--- src/rtl/lnk_trainer_pkg.sv ---
package lnk_trainer_pkg;

  typedef enum logic [3:0] {
    ST_DETECT  = 4'd0,
    ST_POLL    = 4'd1,
    ST_CONFIG  = 4'd2,
    ST_ACTIVE  = 4'd3,
    ST_RECOV   = 4'd4,
    ST_STANDBY = 4'd5,
    ST_SLEEP   = 4'd6,
    ST_DEEP    = 4'd7,
    ST_OFF     = 4'd8,
    ST_HOTRST  = 4'd9,
    ST_LOOP    = 4'd10
  } linkState_t;

  typedef enum logic [1:0] {
    TMR_NONE   = 2'd0,
    TMR_DETECT = 2'd1,
    TMR_POLL   = 2'd2,
    TMR_CONFIG = 2'd3
  } tmrSel_t;

  typedef struct packed {
    logic    clrTimer;
    tmrSel_t tmrSel;
    logic    bumpRetrain;
  } ctrlStrobe_t;

  typedef struct packed {
    logic rxDetected;
    logic tsExchangeDone;
    logic trainOk;
    logic retrainReq;
    logic recovDone;
    logic recovFail;
    logic aspmReq;
    logic idleExit;
    logic pmReq;
    logic d3Req;
    logic wakeEvt;
    logic swEnable;
    logic loopbackReq;
    logic hotResetReq;
  } linkEvents_t;

endpackage

--- src/rtl/lnk_trainer_dp.sv ---
module lnk_trainer_dp
  import lnk_trainer_pkg::*;
#(
  parameter int DETECT_TMO = 12000,
  parameter int POLL_TMO   = 24000,
  parameter int CFG_TMO    = 24000,
  parameter int CNT_W      = 8
) (
  input  logic             clk,
  input  logic             rstN,
  input  ctrlStrobe_t      strobe,
  output logic             tmoHit,
  output logic [CNT_W-1:0] retrainCnt
);

  localparam int MAX_AB  = (DETECT_TMO > POLL_TMO) ? DETECT_TMO : POLL_TMO;
  localparam int MAX_TMO = (MAX_AB > CFG_TMO) ? MAX_AB : CFG_TMO;
  localparam int TMR_W   = $clog2(MAX_TMO + 1);

  logic [TMR_W-1:0] tmr;
  logic [TMR_W-1:0] limitM1;

  always_comb begin
    case (strobe.tmrSel)
      TMR_DETECT: limitM1 = TMR_W'(DETECT_TMO - 1);
      TMR_POLL:   limitM1 = TMR_W'(POLL_TMO - 1);
      TMR_CONFIG: limitM1 = TMR_W'(CFG_TMO - 1);
      default:    limitM1 = '1;
    endcase
  end

  assign tmoHit = (strobe.tmrSel != TMR_NONE) && (tmr == limitM1);

  // Stay-time counter, restarted by the control on every state change or expiry.
  always_ff @(posedge clk or negedge rstN) begin
    if (!rstN)                tmr <= '0;
    else if (strobe.clrTimer) tmr <= '0;
    else if (tmr != '1)       tmr <= tmr + TMR_W'(1);
  end

  // Retrain counter, held at all-ones once full.
  always_ff @(posedge clk or negedge rstN) begin
    if (!rstN)                                          retrainCnt <= '0;
    else if (strobe.bumpRetrain && (retrainCnt != '1))  retrainCnt <= retrainCnt + CNT_W'(1);
  end

  AST_CNT_SATURATES: assert property (@(posedge clk) disable iff (!rstN)
    (strobe.bumpRetrain && (retrainCnt == '1)) |=> (retrainCnt == '1));
  AST_CNT_ONLY_ON_BUMP: assert property (@(posedge clk) disable iff (!rstN)
    !strobe.bumpRetrain |=> $stable(retrainCnt));

endmodule

--- src/rtl/lnk_trainer_ctrl.sv ---
module lnk_trainer_ctrl
  import lnk_trainer_pkg::*;
(
  input  logic        clk,
  input  logic        rstN,
  input  linkEvents_t ev,
  input  logic        tmoHit,
  output ctrlStrobe_t strobe,
  output linkState_t  state,
  output logic        linkUp
);

  linkState_t nextState;

  always_comb begin
    nextState = state;
    case (state)
      ST_DETECT:  if (ev.rxDetected) nextState = ST_POLL;
      ST_POLL: begin
        if (ev.tsExchangeDone) nextState = ST_CONFIG;
        else if (tmoHit)       nextState = ST_DETECT;
      end
      ST_CONFIG: begin
        if (ev.trainOk)        nextState = ST_ACTIVE;
        else if (tmoHit)       nextState = ST_DETECT;
      end
      ST_ACTIVE: begin
        if (ev.hotResetReq)      nextState = ST_HOTRST;
        else if (ev.retrainReq)  nextState = ST_RECOV;
        else if (ev.d3Req)       nextState = ST_DEEP;
        else if (ev.pmReq)       nextState = ST_SLEEP;
        else if (ev.aspmReq)     nextState = ST_STANDBY;
        else if (ev.loopbackReq) nextState = ST_LOOP;
      end
      ST_RECOV: begin
        if (ev.recovFail)      nextState = ST_OFF;
        else if (ev.recovDone) nextState = ST_ACTIVE;
      end
      ST_STANDBY: if (ev.idleExit)     nextState = ST_ACTIVE;
      ST_SLEEP:   if (ev.wakeEvt)      nextState = ST_RECOV;
      ST_DEEP:    if (ev.wakeEvt)      nextState = ST_DETECT;
      ST_OFF:     if (ev.swEnable)     nextState = ST_DETECT;
      ST_HOTRST:                       nextState = ST_DETECT;
      ST_LOOP:    if (!ev.loopbackReq) nextState = ST_DETECT;
      default:                         nextState = ST_DETECT;
    endcase
  end

  always_ff @(posedge clk or negedge rstN) begin
    if (!rstN) state <= ST_DETECT;
    else       state <= nextState;
  end

  always_comb begin
    case (state)
      ST_DETECT: strobe.tmrSel = TMR_DETECT;
      ST_POLL:   strobe.tmrSel = TMR_POLL;
      ST_CONFIG: strobe.tmrSel = TMR_CONFIG;
      default:   strobe.tmrSel = TMR_NONE;
    endcase
    strobe.clrTimer    = (nextState != state) || tmoHit;
    strobe.bumpRetrain = (state == ST_ACTIVE) && (nextState == ST_RECOV);
  end

  assign linkUp = (state == ST_ACTIVE) || (state == ST_STANDBY);

  AST_DETECT_GATE: assert property (@(posedge clk) disable iff (!rstN)
    (state == ST_DETECT && !ev.rxDetected) |=> (state == ST_DETECT));
  AST_POLL_FALLBACK: assert property (@(posedge clk) disable iff (!rstN)
    (state == ST_POLL && tmoHit && !ev.tsExchangeDone) |=> (state == ST_DETECT));
  AST_RECOV_FAIL_WINS: assert property (@(posedge clk) disable iff (!rstN)
    (state == ST_RECOV && ev.recovFail) |=> (state == ST_OFF));
  AST_SLEEP_WAKE: assert property (@(posedge clk) disable iff (!rstN)
    (state == ST_SLEEP && ev.wakeEvt) |=> (state == ST_RECOV));
  AST_DEEP_WAKE: assert property (@(posedge clk) disable iff (!rstN)
    (state == ST_DEEP && ev.wakeEvt) |=> (state == ST_DETECT));
  AST_HOTRST_LEAVES: assert property (@(posedge clk) disable iff (!rstN)
    (state == ST_HOTRST) |=> (state == ST_DETECT));
  AST_HOTRST_FIRST: assert property (@(posedge clk) disable iff (!rstN)
    (state == ST_ACTIVE && ev.hotResetReq) |=> (state == ST_HOTRST));
  AST_BUMP_INTO_RECOV: assert property (@(posedge clk) disable iff (!rstN)
    strobe.bumpRetrain |=> (state == ST_RECOV));

endmodule

--- src/rtl/lnk_trainer.sv ---
module lnk_trainer
  import lnk_trainer_pkg::*;
#(
  parameter int DETECT_TMO = 12000,
  parameter int POLL_TMO   = 24000,
  parameter int CFG_TMO    = 24000,
  parameter int CNT_W      = 8
) (
  input  logic             clk,
  input  logic             rstN,
  input  logic             rxDetected,
  input  logic             tsExchangeDone,
  input  logic             trainOk,
  input  logic             retrainReq,
  input  logic             recovDone,
  input  logic             recovFail,
  input  logic             aspmReq,
  input  logic             idleExit,
  input  logic             pmReq,
  input  logic             d3Req,
  input  logic             wakeEvt,
  input  logic             swEnable,
  input  logic             loopbackReq,
  input  logic             hotResetReq,
  output logic [3:0]       stateCode,
  output logic             linkUp,
  output logic [CNT_W-1:0] retrainCnt
);

  linkEvents_t ev;
  ctrlStrobe_t strobe;
  linkState_t  state;
  logic        tmoHit;

  assign ev.rxDetected     = rxDetected;
  assign ev.tsExchangeDone = tsExchangeDone;
  assign ev.trainOk        = trainOk;
  assign ev.retrainReq     = retrainReq;
  assign ev.recovDone      = recovDone;
  assign ev.recovFail      = recovFail;
  assign ev.aspmReq        = aspmReq;
  assign ev.idleExit       = idleExit;
  assign ev.pmReq          = pmReq;
  assign ev.d3Req          = d3Req;
  assign ev.wakeEvt        = wakeEvt;
  assign ev.swEnable       = swEnable;
  assign ev.loopbackReq    = loopbackReq;
  assign ev.hotResetReq    = hotResetReq;

  lnk_trainer_ctrl ctrl_i (
    .clk    (clk),
    .rstN   (rstN),
    .ev     (ev),
    .tmoHit (tmoHit),
    .strobe (strobe),
    .state  (state),
    .linkUp (linkUp)
  );

  lnk_trainer_dp #(
    .DETECT_TMO (DETECT_TMO),
    .POLL_TMO   (POLL_TMO),
    .CFG_TMO    (CFG_TMO),
    .CNT_W      (CNT_W)
  ) dp_i (
    .clk        (clk),
    .rstN       (rstN),
    .strobe     (strobe),
    .tmoHit     (tmoHit),
    .retrainCnt (retrainCnt)
  );

  assign stateCode = state;

endmodule

--- config.mk ---
export PLATFORM = sky130hd
export DESIGN_NAME = lnk_trainer
export DESIGN_NICKNAME = d
export VERILOG_FILES = /design/src/rtl/lnk_trainer_pkg.sv /design/src/rtl/lnk_trainer_dp.sv /design/src/rtl/lnk_trainer_ctrl.sv /design/src/rtl/lnk_trainer.sv
export SDC_FILE = /design/constraint.sdc
export NUM_CORES = 1
export LEC_CHECK = 0
export BUFFER_PORTS_ARGS = -buffer_cell sky130_fd_sc_hd__clkbuf_2
export CORE_MARGIN = 1
export CORE_UTILIZATION = 61
export DETAILED_ROUTE_END_ITERATION = 10
export PLACE_DENSITY = 0.85
export SLEW_MARGIN = 25
export SYNTH_ARGS = -nofsm -noshare
export SYNTH_HDL_FRONTEND = slang
export SYNTH_SLANG_ARGS = --single-unit
export TNS_END_PERCENT = 10
--- constraint.sdc ---
create_clock -name clk -period 4.45 [get_ports clk]
set_input_delay 0.89 -clock clk [delete_from_list [all_inputs] [get_ports clk]]
set_output_delay 0.89 -clock clk [all_outputs]
set_load 0.05 [all_outputs]
Yosys cells after proc, flatten, opt, wreduce, memory -nomap -nowiden
Index checks and enable logic that the tools add are counted.

Add/subtract/negate cells: 2. Equality and inequality tests: 17. Muxes and demuxes: 22. Reductions and logical operators: 9.

Operators with widths (number): two-way mux 4 bit (17); one-hot mux 4 bit (10 select lines) (1); two-way mux 15 bit (2); one-hot mux 15 bit (2 select lines) (1); equality test 4 x 3 -> 1 bit (second input constant) (5); adder 15 x 1 -> 15 bit (second input constant) (1); equality test 15 bit (1); inequality test 15 bit (second input constant) (1); adder 8 x 1 -> 8 bit (second input constant) (1); equality test 4 x 2 -> 1 bit (second input constant) (2); equality test 4 bit (second input constant) (2); inequality test 8 bit (second input constant) (1); one-hot mux 2 bit (3 select lines) (1); equality test 2 bit (second input constant) (2); equality test 4 x 1 -> 1 bit (second input constant) (1); logical NOT 4 bit (1); inequality test 4 bit (1); nonzero test 2 bit (2); logical AND 1 bit (3); equality test 2 x 1 -> 1 bit (second input constant) (1); logical OR 1 bit (2); OR reduction 2 bit (1).

Register bits after elaboration: 27. Output and inout port bits: 13. Word-level logic and storage cells: 53.

Logic depth before layout (Yosys ltp)
Depth after elaboration: 13. Gate-level depth with buffers: 9. Gate-level depth less buffers: 7.

Hierarchy
From an unflattened synthesis, not the netlist that was laid out.

Cells, all modules: 195. Area total of the unflattened synthesis: 1791.7 um^2.

Modules (own cells, without submodules): lnk_trainer_dp (times used 1, cells each 129, area each 1253.7 um^2); lnk_trainer_ctrl (times used 1, cells each 66, area each 538.0 um^2).

Worst setup path after synthesis
Ideal clock, no wire load.

Kind: register to output. From: register ctrl_i.state[1]. To: output linkUp. Data arrival time: 2206 ps. Setup slack: 1354 ps. Cell stages (with the launch flop): 5. Buffers on the path: 2. Path through: dfrtp_1 > buf_2 > buf_4 > xnor2_1 > nor3_1.

Longest elaborated chain between the ends: 2. Elaborated cells on any way between the ends: 3.

Ends and longest elaborated chain: start: declaration (RTL line lnk_trainer_ctrl.sv:9) `output linkState_t state,`; start signal: assignment (RTL line lnk_trainer_ctrl.sv:51) `else state <= nextState;`; equality test 4 x 2 -> 1 bit / equality test 4 x 3 -> 1 bit (equally long branches) (RTL line lnk_trainer_ctrl.sv:65) `assign linkUp = (state == ST_ACTIVE) || (state == ST_STANDBY);`; logical OR 1 bit (*) (RTL line lnk_trainer_ctrl.sv:65); end: declaration (RTL line lnk_trainer.sv:26) `output logic linkUp,`.

Every way passes the cells marked *; elsewhere a longest branch is shown, timed or not.

Worst setup path in the final report
From: register ctrl_i.state[1]. To: register dp_i.tmr[1].

Longest elaborated chain between the ends: 13. Elaborated cells on any way between the ends: 41.

Ends and longest elaborated chain: equality test 4 x 2 -> 1 bit (tied with other cells) (RTL line lnk_trainer_ctrl.sv:17, lnk_trainer_ctrl.sv:55); one-hot mux 2 bit (3 select lines) (RTL line lnk_trainer_ctrl.sv:55) `case (state)`; equality test 2 bit (RTL line lnk_trainer_dp.sv:24) `case (strobe.tmrSel)`; OR reduction 2 bit (no source line); one-hot mux 15 bit (2 select lines) (RTL line lnk_trainer_dp.sv:24); equality test 15 bit (RTL line lnk_trainer_dp.sv:32) `assign tmoHit = (strobe.tmrSel != TMR_NONE) && (tmr == limitM1);`; logical AND 1 bit (RTL line lnk_trainer_dp.sv:32); two-way mux 4 bit (RTL line lnk_trainer_ctrl.sv:21, lnk_trainer_ctrl.sv:25); two-way mux 4 bit (on tied branches) (RTL line lnk_trainer_ctrl.sv:24, lnk_trainer_ctrl.sv:20); one-hot mux 4 bit (10 select lines) (RTL line lnk_trainer_ctrl.sv:17) `case (state)`; inequality test 4 bit (RTL line lnk_trainer_ctrl.sv:61) `strobe.clrTimer = (nextState != state) || tmoHit;`; logical OR 1 bit (*) (RTL line lnk_trainer_ctrl.sv:61); two-way mux 15 bit / nonzero test 2 bit (equally long branches); end signal: assignment (RTL line lnk_trainer_dp.sv:38) `else if (tmr != '1) tmr <= tmr + TMR_W'(1);`; end: declaration (RTL line lnk_trainer_dp.sv:20) `logic [TMR_W-1:0] tmr;`.

Marked as above. A chain may end at the register's enable or synchronous reset.

==> flow_summary.yaml <==
finish:
  area_delta_synth_final_pct: 7.99
  final_cell_count_no_fill: 267
  nets: 242
  stdcell_area_mm2: 0.00208
  drive_gt1_frac: 0.247
  diodes: 0
  postLayoutCoreUtil: 0.687
flow_run:
  maxCapViolations: 0
clock_tree:
  cts_setup_buffers: 0
  clock_sinks: 27
  clockBufferDepth: 2
  clk_latency_ns: 0.34
  path_clk_slew_ns: 0.16
  holdBufCountCts: 0
  cts_inserted_buffers: 3
  ctsResizeCount: 0
  clockRootBuffer: "clkbuf_4"
  cts_max_level: 1
  cts_tree: "done"
status:
  status: "finished, final reports clean"
timing:
  post-route-period-util: 0.623
  slew_violations: 0
  worst_pin_slew_ns: 0.942
  skew_ns: 0.00474
  fin_tns_setup_ns: 0
  relSlewSlack: 0.372
  fin_crit_ns: 2.77
  hold_viol: 0
  fmax_mhz: 361
  rsz0062_at_grt: "no"
  setup-violations-final: 0
critical_path:
  critPathKind: "reg -> reg"
  path_cells: "o21ba_1 > o311a_1 > a221o_1 > nor2_4 > a21boi_2 > nor4_1"
  startpoint_type: "flop"
  cp.arrival_ns: 2.97
  worst-path-max-fanout: 24
  crit_required_ns: 4.65
  max_stage_delay_ns: 0.73
  setup.worst_path.end_class: "flop"
  crit_slowest_cell: "a21boi_2"
global_route:
  grt_use_total: 0.267
  grt_pass1_vias: 1500
  grt_overflow: 0
  antenna_found_initial: 0
  grt_first_pass_wirelength_um: 7010
  grt_max_degree: 28
power_and_ir_drop:
  powerDensity_mw_per_mm2: 537
  ir_worst_vdd_mv: 0.382
  pwr-share-comb: 0.555
  p_leak_nw: 0.900
  swShare: 0.546
  intPower_mw: 0.508
  seq_power_share: 0.339
  clkPwrFrac: 0.106
  power_switching_mw: 0.610
floorplan:
  core-area_mm2: 0.00303
  rows: 20
  die_x_um: 58.2
  fp.dieH_um: 58.2
  ios: 29
  initial_utilization: 0.636
  dieArea_mm2: 0.00339
place:
  place.port_buffers: 28
  dp_cells: 263
  place_congestion: 0.918
  dpl.hpwl_um: 3010
  placed_cell_area_mm2: 0.00205
synth:
  synth_area_mm2: 0.00193
  synth-warning-count: 0
  synth_top_area_share: 0.351
  synth_area_leaders: "dfrtp_1, nor4_2, xnor2_1"
  postSynthCellCount: 200
  synth_edf_count: 0
  yosysTopAreaCell: "dfrtp_1"
  async_flop_share: 1.00
  syn_area_per_cell_um2: 9.63
  ys_ff_latch: 27
  synthesis.nets: 218
  ys_seq_area_frac: 0.351
  synth_cell_types: 56
  synth_top_flop_cell: "dfrtp_1"
min_path:
  hold_class: "reg -> reg"
route:
  wl_per_cell_um: 15.5
  initialDrtViolationCount: 218
  drt_first_pass_iters: 4
  routed_via_density: 6.41
  drt-total-wl_um: 4150
  vias: 1711
  postRouteAntennaNets: 0
  drc_errors: 0
## cell usage after synthesis, types with 2 or more instances
cell / count
buf_6: 4
nor2_1: 11
o31ai_1: 5
mux2i_1: 2
nand2_1: 16
xor2_1: 7
nor3_1: 6
nor4_1: 7
xnor2_1: 10
dfrtp_1: 27
nand3_1: 14
a221o_1: 2
a22o_1: 2
inv_1: 5
a21oi_1: 5
a211o_1: 3
and3_1: 3
or4_1: 2
nor2b_1: 2
nand4_1: 11
ha_1: 2
buf_2: 4
nor4_2: 10
o21ai_0: 6
nand3b_1: 2
nand2b_1: 2
## placed cells by master, fill, tap and decap left out, types with 6 or more instances in the layout
master and count:
dfrtp_1 27, nor4_2 10, xor2_1 7, o21ai_0 6
nand4_1 11, nor4_1 7, nand2_1 16, clkbuf_2 28
nor3_1 6, nor2_1 11, xnor2_1 10, nand3_1 14
## cell families after synthesis
group | Yosys count | share of synthesized area
compound gates | 38 | 0.155
fa+ha+maj | 2 | 0.0130
flops | 27 | 0.351
xor+xnor | 17 | 0.0773
buf+inv | 14 | 0.0474
mux | 3 | 0.0182
simple gates | 99 | 0.338
## worst paths after layout
kind                                           startpoint                        endpoint  slack, ns  cells after the start
min                        dp_i.retrainCnt[6]$_DFFE_PN0P_  dp_i.retrainCnt[6]$_DFFE_PN0P_       0.51                      1
max in group asynchronous                            rstN       ctrl_i.state[3]$_DFF_PN0_       3.47                      1
max                             ctrl_i.state[1]$_DFF_PN0_         dp_i.tmr[1]$_DFFE_PN0P_       1.68                      6
min in group asynchronous                            rstN         dp_i.tmr[8]$_DFFE_PN0P_       0.55                      1
min reg2reg                dp_i.retrainCnt[6]$_DFFE_PN0P_  dp_i.retrainCnt[6]$_DFFE_PN0P_       0.51                      1
max reg2reg                     ctrl_i.state[1]$_DFF_PN0_         dp_i.tmr[1]$_DFFE_PN0P_       1.68                      6
## power groups by stage
stage	clock [mW]	combinational (mW)	sequential, mW
after CTS	0.118	0.620	0.377
after detailed placement	0	0.617	0.381
after global placement	0	0.605	0.379
final	0.119	0.620	0.379
after global routing	0.127	0.669	0.389
after floorplan	0	0.548	0.393
## registers in the layout (all words and copies together), names as in the netlist
name and count:
dp_i.tmr 15, dp_i.retrainCnt 8, ctrl_i.state 4
## layer usage
metal  global-route usage  vias up  part of all wire
met2                0.406       47              0.47
li1                     -      813                 -
met4               0.0578        0            0.0058
met5                    0        -                 0
met3               0.0469        4             0.050
met1                0.403      847              0.48
## final cells by class
cell class              count  area, um2
clock buffers               3       22.5
clock inverters             1       8.76
fillers                   254        947
inverters                   5       18.8
multi-input cells         159       1160
flip-flops and latches     27        676
well taps                  44       55.1
repair buffers             28        140
## stage by stage
| stage | power (mW) | hold slack, ns | setup WS [ns] |
|---|---|---|---|
| after floorplan | 0.940 | 0.573 | 1.35 |
| after global placement | 0.984 | 0.485 | 1.55 |
| after detailed placement | 0.998 | 0.491 | 1.47 |
| after CTS | 1.12 | 0.513 | 1.69 |
| after global routing | 1.19 | 0.530 | 1.56 |
| final | 1.12 | 0.512 | 1.68 |
## worst max-delay path, delay by kind of cell, from the launching register on
| kind | cells | cell delay [ns] |
|---|---|---|
| AOI/OAI and AO/OA | 4 | 1.62 |
| DFF | 1 | 0.67 |
| and+or+nand+nor | 2 | 0.33 |
(Power assumes the default switching activity.)
